File: src/rtl/phe_pkg.sv
package phe_pkg;
  // Number of delay stages in the thermometer code
  parameter int unsigned THERM_W_DEF = 14;

  // Bits needed to hold a count of 0..n
  function automatic int unsigned cnt_bits(input int unsigned n);
    return $clog2(n + 1);
  endfunction

  // Signed width that holds +/-(n+1)
  function automatic int unsigned word_bits(input int unsigned n);
    return $clog2(n + 2) + 1;
  endfunction
endpackage

File: src/rtl/therm_popcount.sv
module therm_popcount #(
  parameter int unsigned W     = 14,
  parameter int unsigned CNT_W = 4
) (
  input  logic [W-1:0]     vec_i,
  output logic [CNT_W-1:0] cnt_o
);
  logic [CNT_W-1:0] psum [0:W];

  assign psum[0] = '0;

  // Ripple of ones counters; bubbles only add or remove single ones
  for (genvar k = 0; k < W; k++) begin : g_acc
    assign psum[k+1] = psum[k] + CNT_W'(vec_i[k]);
  end

  assign cnt_o = psum[W];

  always_comb begin
    assert (cnt_o <= CNT_W'(W)) else $error("p_cnt_bound_r2: count above stage total");
  end
endmodule

File: src/rtl/err_sign_apply.sv
module err_sign_apply #(
  parameter int unsigned CNT_W = 4,
  parameter int unsigned OUT_W = 5
) (
  input  logic [CNT_W-1:0] cnt_i,
  input  logic             lag_i,
  output logic [OUT_W-1:0] word_o
);
  logic [OUT_W-1:0] mag;

  // Offset by one: a sub-resolution error is still a unit command
  assign mag    = OUT_W'(cnt_i) + OUT_W'(1);
  assign word_o = lag_i ? mag : (~mag + OUT_W'(1));

  always_comb begin
    assert (mag != '0) else $error("p_mag_nonzero_r4: zero magnitude");
  end
endmodule

File: src/rtl/phase_err_coder.sv
module phase_err_coder #(
  parameter int unsigned THERM_W = phe_pkg::THERM_W_DEF
) (
  input  logic                                      clk,
  input  logic                                      rst_n,
  input  logic                                      cap_i,
  input  logic                                      lag_i,
  input  logic [THERM_W-1:0]                        therm_i,
  output logic [phe_pkg::word_bits(THERM_W)-1:0]    err_o,
  output logic                                      vld_o
);
  localparam int unsigned CNT_W = phe_pkg::cnt_bits(THERM_W);
  localparam int unsigned OUT_W = phe_pkg::word_bits(THERM_W);

  // Reset release synchronizer
  logic [1:0] rst_pipe;
  logic       rst_sync_n;

  always_ff @(posedge clk or negedge rst_n) begin
    if (!rst_n) rst_pipe <= 2'b00;
    else        rst_pipe <= {rst_pipe[0], 1'b1};
  end
  assign rst_sync_n = rst_pipe[1];

  logic [CNT_W-1:0] fired_cnt;
  logic [OUT_W-1:0] coded;

  therm_popcount #(.W(THERM_W), .CNT_W(CNT_W)) u_cnt (
    .vec_i (therm_i),
    .cnt_o (fired_cnt)
  );

  err_sign_apply #(.CNT_W(CNT_W), .OUT_W(OUT_W)) u_sgn (
    .cnt_i  (fired_cnt),
    .lag_i  (lag_i),
    .word_o (coded)
  );

  // Next state
  logic [OUT_W-1:0] err_d, err_q;
  logic             vld_d, vld_q;

  always_comb begin
    err_d = err_q;
    vld_d = 1'b0;
    if (cap_i) begin
      err_d = coded;
      vld_d = 1'b1;
    end
  end

  // State registers
  always_ff @(posedge clk or negedge rst_sync_n) begin
    if (!rst_sync_n) begin
      err_q <= OUT_W'(1);
      vld_q <= 1'b0;
    end else begin
      err_q <= err_d;
      vld_q <= vld_d;
    end
  end

  assign err_o = err_q;
  assign vld_o = vld_q;

  p_nonzero_r4: assert property (@(posedge clk) disable iff (!rst_sync_n)
    err_q != '0);

  p_hold_r8: assert property (@(posedge clk) disable iff (!rst_sync_n)
    !cap_i |=> $stable(err_q));

  p_vld_src_r7: assert property (@(posedge clk) disable iff (!rst_sync_n)
    cap_i |=> vld_q);

  p_vld_drop_r7: assert property (@(posedge clk) disable iff (!rst_sync_n)
    !cap_i |=> !vld_q);

  p_sign_r3: assert property (@(posedge clk) disable iff (!rst_sync_n)
    cap_i |=> (err_q[OUT_W-1] == !$past(lag_i)));
endmodule

File: config.mk
export PLATFORM = sky130hd
export DESIGN_NAME = phase_err_coder
export DESIGN_NICKNAME = d
export VERILOG_FILES = /design/src/rtl/phe_pkg.sv /design/src/rtl/therm_popcount.sv /design/src/rtl/err_sign_apply.sv /design/src/rtl/phase_err_coder.sv
export SDC_FILE = /design/constraint.sdc
export NUM_CORES = 1
export LEC_CHECK = 0
export ABC_AREA = 1
export BUFFER_PORTS_ARGS = -buffer_cell sky130_fd_sc_hd__buf_2
export CORE_AREA = 4 4 45 47
export CTS_BUF_LIST = sky130_fd_sc_hd__clkbuf_4 sky130_fd_sc_hd__clkbuf_8
export CTS_CLUSTER_SIZE = 24
export DETAILED_ROUTE_END_ITERATION = 10
export DIE_AREA = 0 0 49 51
export GPL_TIMING_DRIVEN = 0
export PLACE_DENSITY = 0.79
export SYNTH_ARGS = -nofsm -noshare
export SYNTH_HDL_FRONTEND = slang
export SYNTH_SLANG_ARGS = --single-unit
File: constraint.sdc
create_clock -name clk -period 0.8 [get_ports clk]
set_input_delay 0.04 -clock clk [delete_from_list [all_inputs] [get_ports clk]]
set_output_delay 0.04 -clock clk [all_outputs]
set_load 0.05 [all_outputs]
# Word-level counts from Yosys, hierarchy flattened
# Index checks and enable logic that the tools add are counted.
# classes
add_sub_neg	15
n_bitwise	1
n_mux	2
# op_table
operator	n
adder 4 x 1 -> 4 bit	12
adder 4 x 1 -> 5 bit, second input constant	1
adder 5 x 1 -> 5 bit, second input constant	1
2-to-1 mux 5 bit	1
NOT 5 bit	1
adder 1 x 1 -> 2 bit	1
2-to-1 mux 1 bit	1
# word_totals
ff_bits	8
inputBits	18
elab_cells	21
output_inout_bits	6

# Longest topological paths before layout
# depth
word_depth	17
mapped_depth	21
ltp_nobuf	21

# Modules after synthesis
# A second synthesis with hierarchy kept.
# unflattened
hier_cells	90
area_unflattened_um2	721.9
# modules_own_cells
module	seq_area_each_um2	cells_each	area_each_um2	instances
therm_popcount	0.0	37	319.1	1
phase_err_coder	201.4	25	265.3	1
err_sign_apply	0.0	28	137.6	1

# Worst setup path after synthesis
# OpenSTA, ideal clock, no wires.
# synth_path
path_type	input to register
from	input therm_i[2]
to	register err_q[4], in the netlist err_o[4]
n_path_buf	0
setup_ns	0.118
path_stages	18
t_arrival_ns	3.668
setup_slack_ns	-2.986
required_ns	0.682
cell_sequence	inv_1 fa_1 fa_1 fa_1 fa_1 fa_1 fa_1 inv_1 ha_1 inv_1 nand2_2 nand2_2 nor2_4 nand3_2 nand2_1 nand2_1 nand3_1 nand2_1
# synth_via
elab_chain_len	16
# synth_rtl
element	line_no	rtl
start: declaration	phase_err_coder.sv:8	input logic [THERM_W-1:0] therm_i,
adder 4 x 1 -> 4 bit (*) (12 in series)	therm_popcount.sv:14	assign psum[k+1] = psum[k] + CNT_W'(vec_i[k]);
adder 4 x 1 -> 5 bit (*)	err_sign_apply.sv:12	assign mag = OUT_W'(cnt_i) + OUT_W'(1);
NOT 5 bit	err_sign_apply.sv:13	assign word_o = lag_i ? mag : (~mag + OUT_W'(1));
adder 5 x 1 -> 5 bit	err_sign_apply.sv:13	
2-to-1 mux 5 bit (*)	err_sign_apply.sv:13	
end signal: assignment	phase_err_coder.sv:58	err_q <= err_d;
end: declaration	phase_err_coder.sv:40	logic [OUT_W-1:0] err_d, err_q;
# Every way passes the cells marked *; elsewhere a longest branch is shown, timed or not.
# A chain may end at the register's enable or synchronous reset.

# Worst setup path after layout
# Ends and elaborated chain as after synthesis.

==> results.yml <==
clock_tree:
  cts_inserted_buffers: 3
  cts_htree_levels: 1
  root_buffer: "clkbuf_4"
  clk_pin_slew_ns: 0.05
  cts_buffer_depth: 2
  cts_tree: "yes"
  clkLatencyLatePin_ns: 0.25
  clock_sinks: 8
timing:
  hold_viol_final: 0
  slew_viol_final: 0
  fin_ws_ns: -2.788
  setup-violations-final: 11
  fmax_mhz: 278.7
  fin_crit_sh: 4.486
  fin_crit_ns: 3.588
  fin_skew_ns: 0.001377
  rsz0062_at_grt: "yes"
synthesis:
  ys_types: 17
  syn_inst: 101
  yosys.area_share.xor_xnor: 0
  synth-seq-area-share: 0.2458
  synthTopCellsByArea: "dfrtp_1 (21%), fa_1 (20%), inv_1 (14%), ha_1 (12%), nand2_1 (7.3%)"
  yosysWarnings: 0
  yosys.area_share.simple: 0.2489
  yosys.area.top_type: "dfrtp_1"
  synth_top_family_by_area: "adder cells"
  synth_fa_ha_area_frac: 0.3176
  avgSynthCellArea_um2: 8.114
  synth_seq_cells: 8
  synth_top_area_frac: 0.2137
  synth_area_um2: 819.5
  synthesis.nets: 135
  synth_compound_area_frac: 0.04122
  synth_mux_area_frac: 0
power:
  power_w: 0.004937
  power_density_nw_per_um2: 4224
  peakVddDrop_uv: 1612
  leakage_nw: 0.6661
hold_path:
  holdPathStages: 3
  hold_path.class: "in -> reg"
critical_path:
  critPathLaunchType: "primary input"
  cp_common_cell: "fa_1"
  end_kind: "register"
  arrival_ns: 3.73
  path_class: "in -> reg"
  crit_cells: 18
  cp_cell_sequence: "buf_8 -> inv_8 -> fa_1 -> fa_1 -> fa_1 -> fa_1 -> fa_2 -> fa_1 -> inv_2 -> ha_4 -> nand2_2 -> nand2_4 -> nor2_4 -> nand3_2 -> nand2_1 -> nand2_1 -> nand3_1 -> nand2_1"
  r2r_cells: 3
  worstPathRequired_ns: 0.94
  slowest_delay_ns: 0.56
  critical_path.max_fanout: 3
  crit_buf_inv: 3
  crit_slowest_cell: "fa_1"
  path_delay_family: "adder cells"
finish:
  fillers: 123
  fin_area_um2: 1169
  drive_gt1_frac: 0.4245
  final_nets: 174
  syn_to_final_growth_pct: 42.60
  fin_util: 0.7076
  diodes: 0
  layout.cells.non_filler: 156
outcome:
  violations: "negative setup slack"
  status: "finished with violations"
routing:
  drc: 0
  drt-vias-per-instance: 4.801
  drt_iter0_drc: 4
  drtAntennaViolNets: 0
  post_drt_wl_per_cell_um: 10.69
  routed_wirelength_um: 1668
  first_pass_iters: 4
  vias: 749
die:
  io_pins: 24
  fp.dieW_um: 49
  dieArea_um2: 2499
  coreArea_um2: 1652
  rows: 15
  die_h_um: 51
  start_util: 0.4962
placement:
  portBuffers: 23
  gp_routability_congestion: 0.7844
  place_area_um2: 978.4
  dp_hpwl_um: 1289
  dp.cells: 141
global_route:
  grt_usage: 0.1447
  grt_pass1_vias: 757
  grt_start_max_net_pins: 7
  antenna_found_initial: 0
  grt_pass1_wl_um: 2911
  overflow: 0
job:
  maxCapViolations: 0
==> final timing paths <==
check / end / start / slack (ns)
max: err_o[4] / therm_i[2] / -2.79
min: err_o[2] / cap_i / 0.07
max reg2reg: err_o[4] / err_o[4] / 0.05
min reg2reg: err_o[3] / rst_pipe[1] / 0.10
max in group asynchronous: err_o[0] / rst_pipe[1] / 0.44
min in group asynchronous: err_o[3] / rst_pipe[1] / 0.10
==> timing repair <==
action | CTS | global route
hold endpoints to repair | 3 | 0
gates cloned | 0 | 0
hold buffers | 2 | 0
pin swaps | 5 | 4
setup endpoints to repair | 11 | 11
setup buffers | 7 | 2
gates resized for setup | 17 | 6
==> flip-flops by register name, summed over array words and instances, names as in the netlist <==
name / count
vld_o: 1
rst_pipe: 2
err_o: 5
==> kinds of logic (layout without fill, tap and decap cells) <==
logic type               count (synthesis)  after routing
adder cells (fa/ha/maj)                 16             16
AND/OR/NAND/NOR                         39             39
flip-flops                               8              8
AO/OA/AOI/OAI                            6              6
buffers and inverters                   31             69
other                                    1              1
==> synth_stat cells <==
master,count
ha_1,8
dfrtp_1,7
o21ai_0,3
nand3_1,9
inv_1,31
nand2_1,16
nor2_1,2
nand4_1,1
fa_1,8
nor2_4,1
nand2_2,6
nor2_2,1
nand3_2,3
dfstp_2,1
conb_1,1
a21oi_2,1
o21ai_1,2
==> layout by cell type, fill, tap and decap left out, types with 3 or more instances in the layout <==
| cell type | n |
|---|---|
| inv_1 | 26 |
| buf_2 | 16 |
| nand2_1 | 15 |
| nand3_1 | 9 |
| buf_4 | 8 |
| fa_1 | 7 |
| ha_1 | 7 |
| dfrtp_1 | 7 |
| nand2_2 | 6 |
| buf_6 | 6 |
| clkbuf_4 | 4 |
| inv_2 | 3 |
| nand3_2 | 3 |
==> layer usage <==
| metal | routed length, µm | GRT usage | vias to the layer above |
|---|---|---|---|
| li1 | - | - | 375 |
| met1 | 639 | 0.1679 | 352 |
| met2 | 951 | 0.2739 | 22 |
| met3 | 76 | 0.03499 | 0 |
| met4 | 0 | 0.01794 | 0 |
| met5 | 0 | 0 | - |
==> stage by stage <==
step	worst slack [ns]	setup TNS (ns)	hold slack [ns]
2_1_floorplan	-2.837	-12.73	-0.2556
3_3_place_gp	-3.125	-14.08	-0.1751
3_5_place_dp	-3.169	-14.27	-0.1736
4_1_cts	-2.802	-12.94	0.06974
5_1_grt	-2.928	-13.61	0.08376
6_report	-2.788	-12.86	0.06991
==> worst reg2reg max path, cell delays in order, from the launching register on <==
cell and delay (ns):
dfrtp_1 0.40, buf_4 0.14, nand2_1 0.06, nand2_1 0.05
==> area by class of cell <==
cell class	count	area [µm²]	area share
flip-flops and latches	8	201.4	0.1724
well taps	17	21.27	0.01820
multi-input cells	62	531.8	0.4550
repair buffers	34	257.7	0.2206
clock buffers	4	30.03	0.02570
inverters	31	126.4	0.1081
==> report_power, final <==
group	leakage (nW)	switching, W	internal (W)	total [W]
logic	0.554	0.00222	0.00169	0.00391
clock network	0.0184	0.000135	0.000224	0.000360
registers	0.0939	0.000102	0.000562	0.000665
No activity file was read; power rests on OpenSTA's default activity.
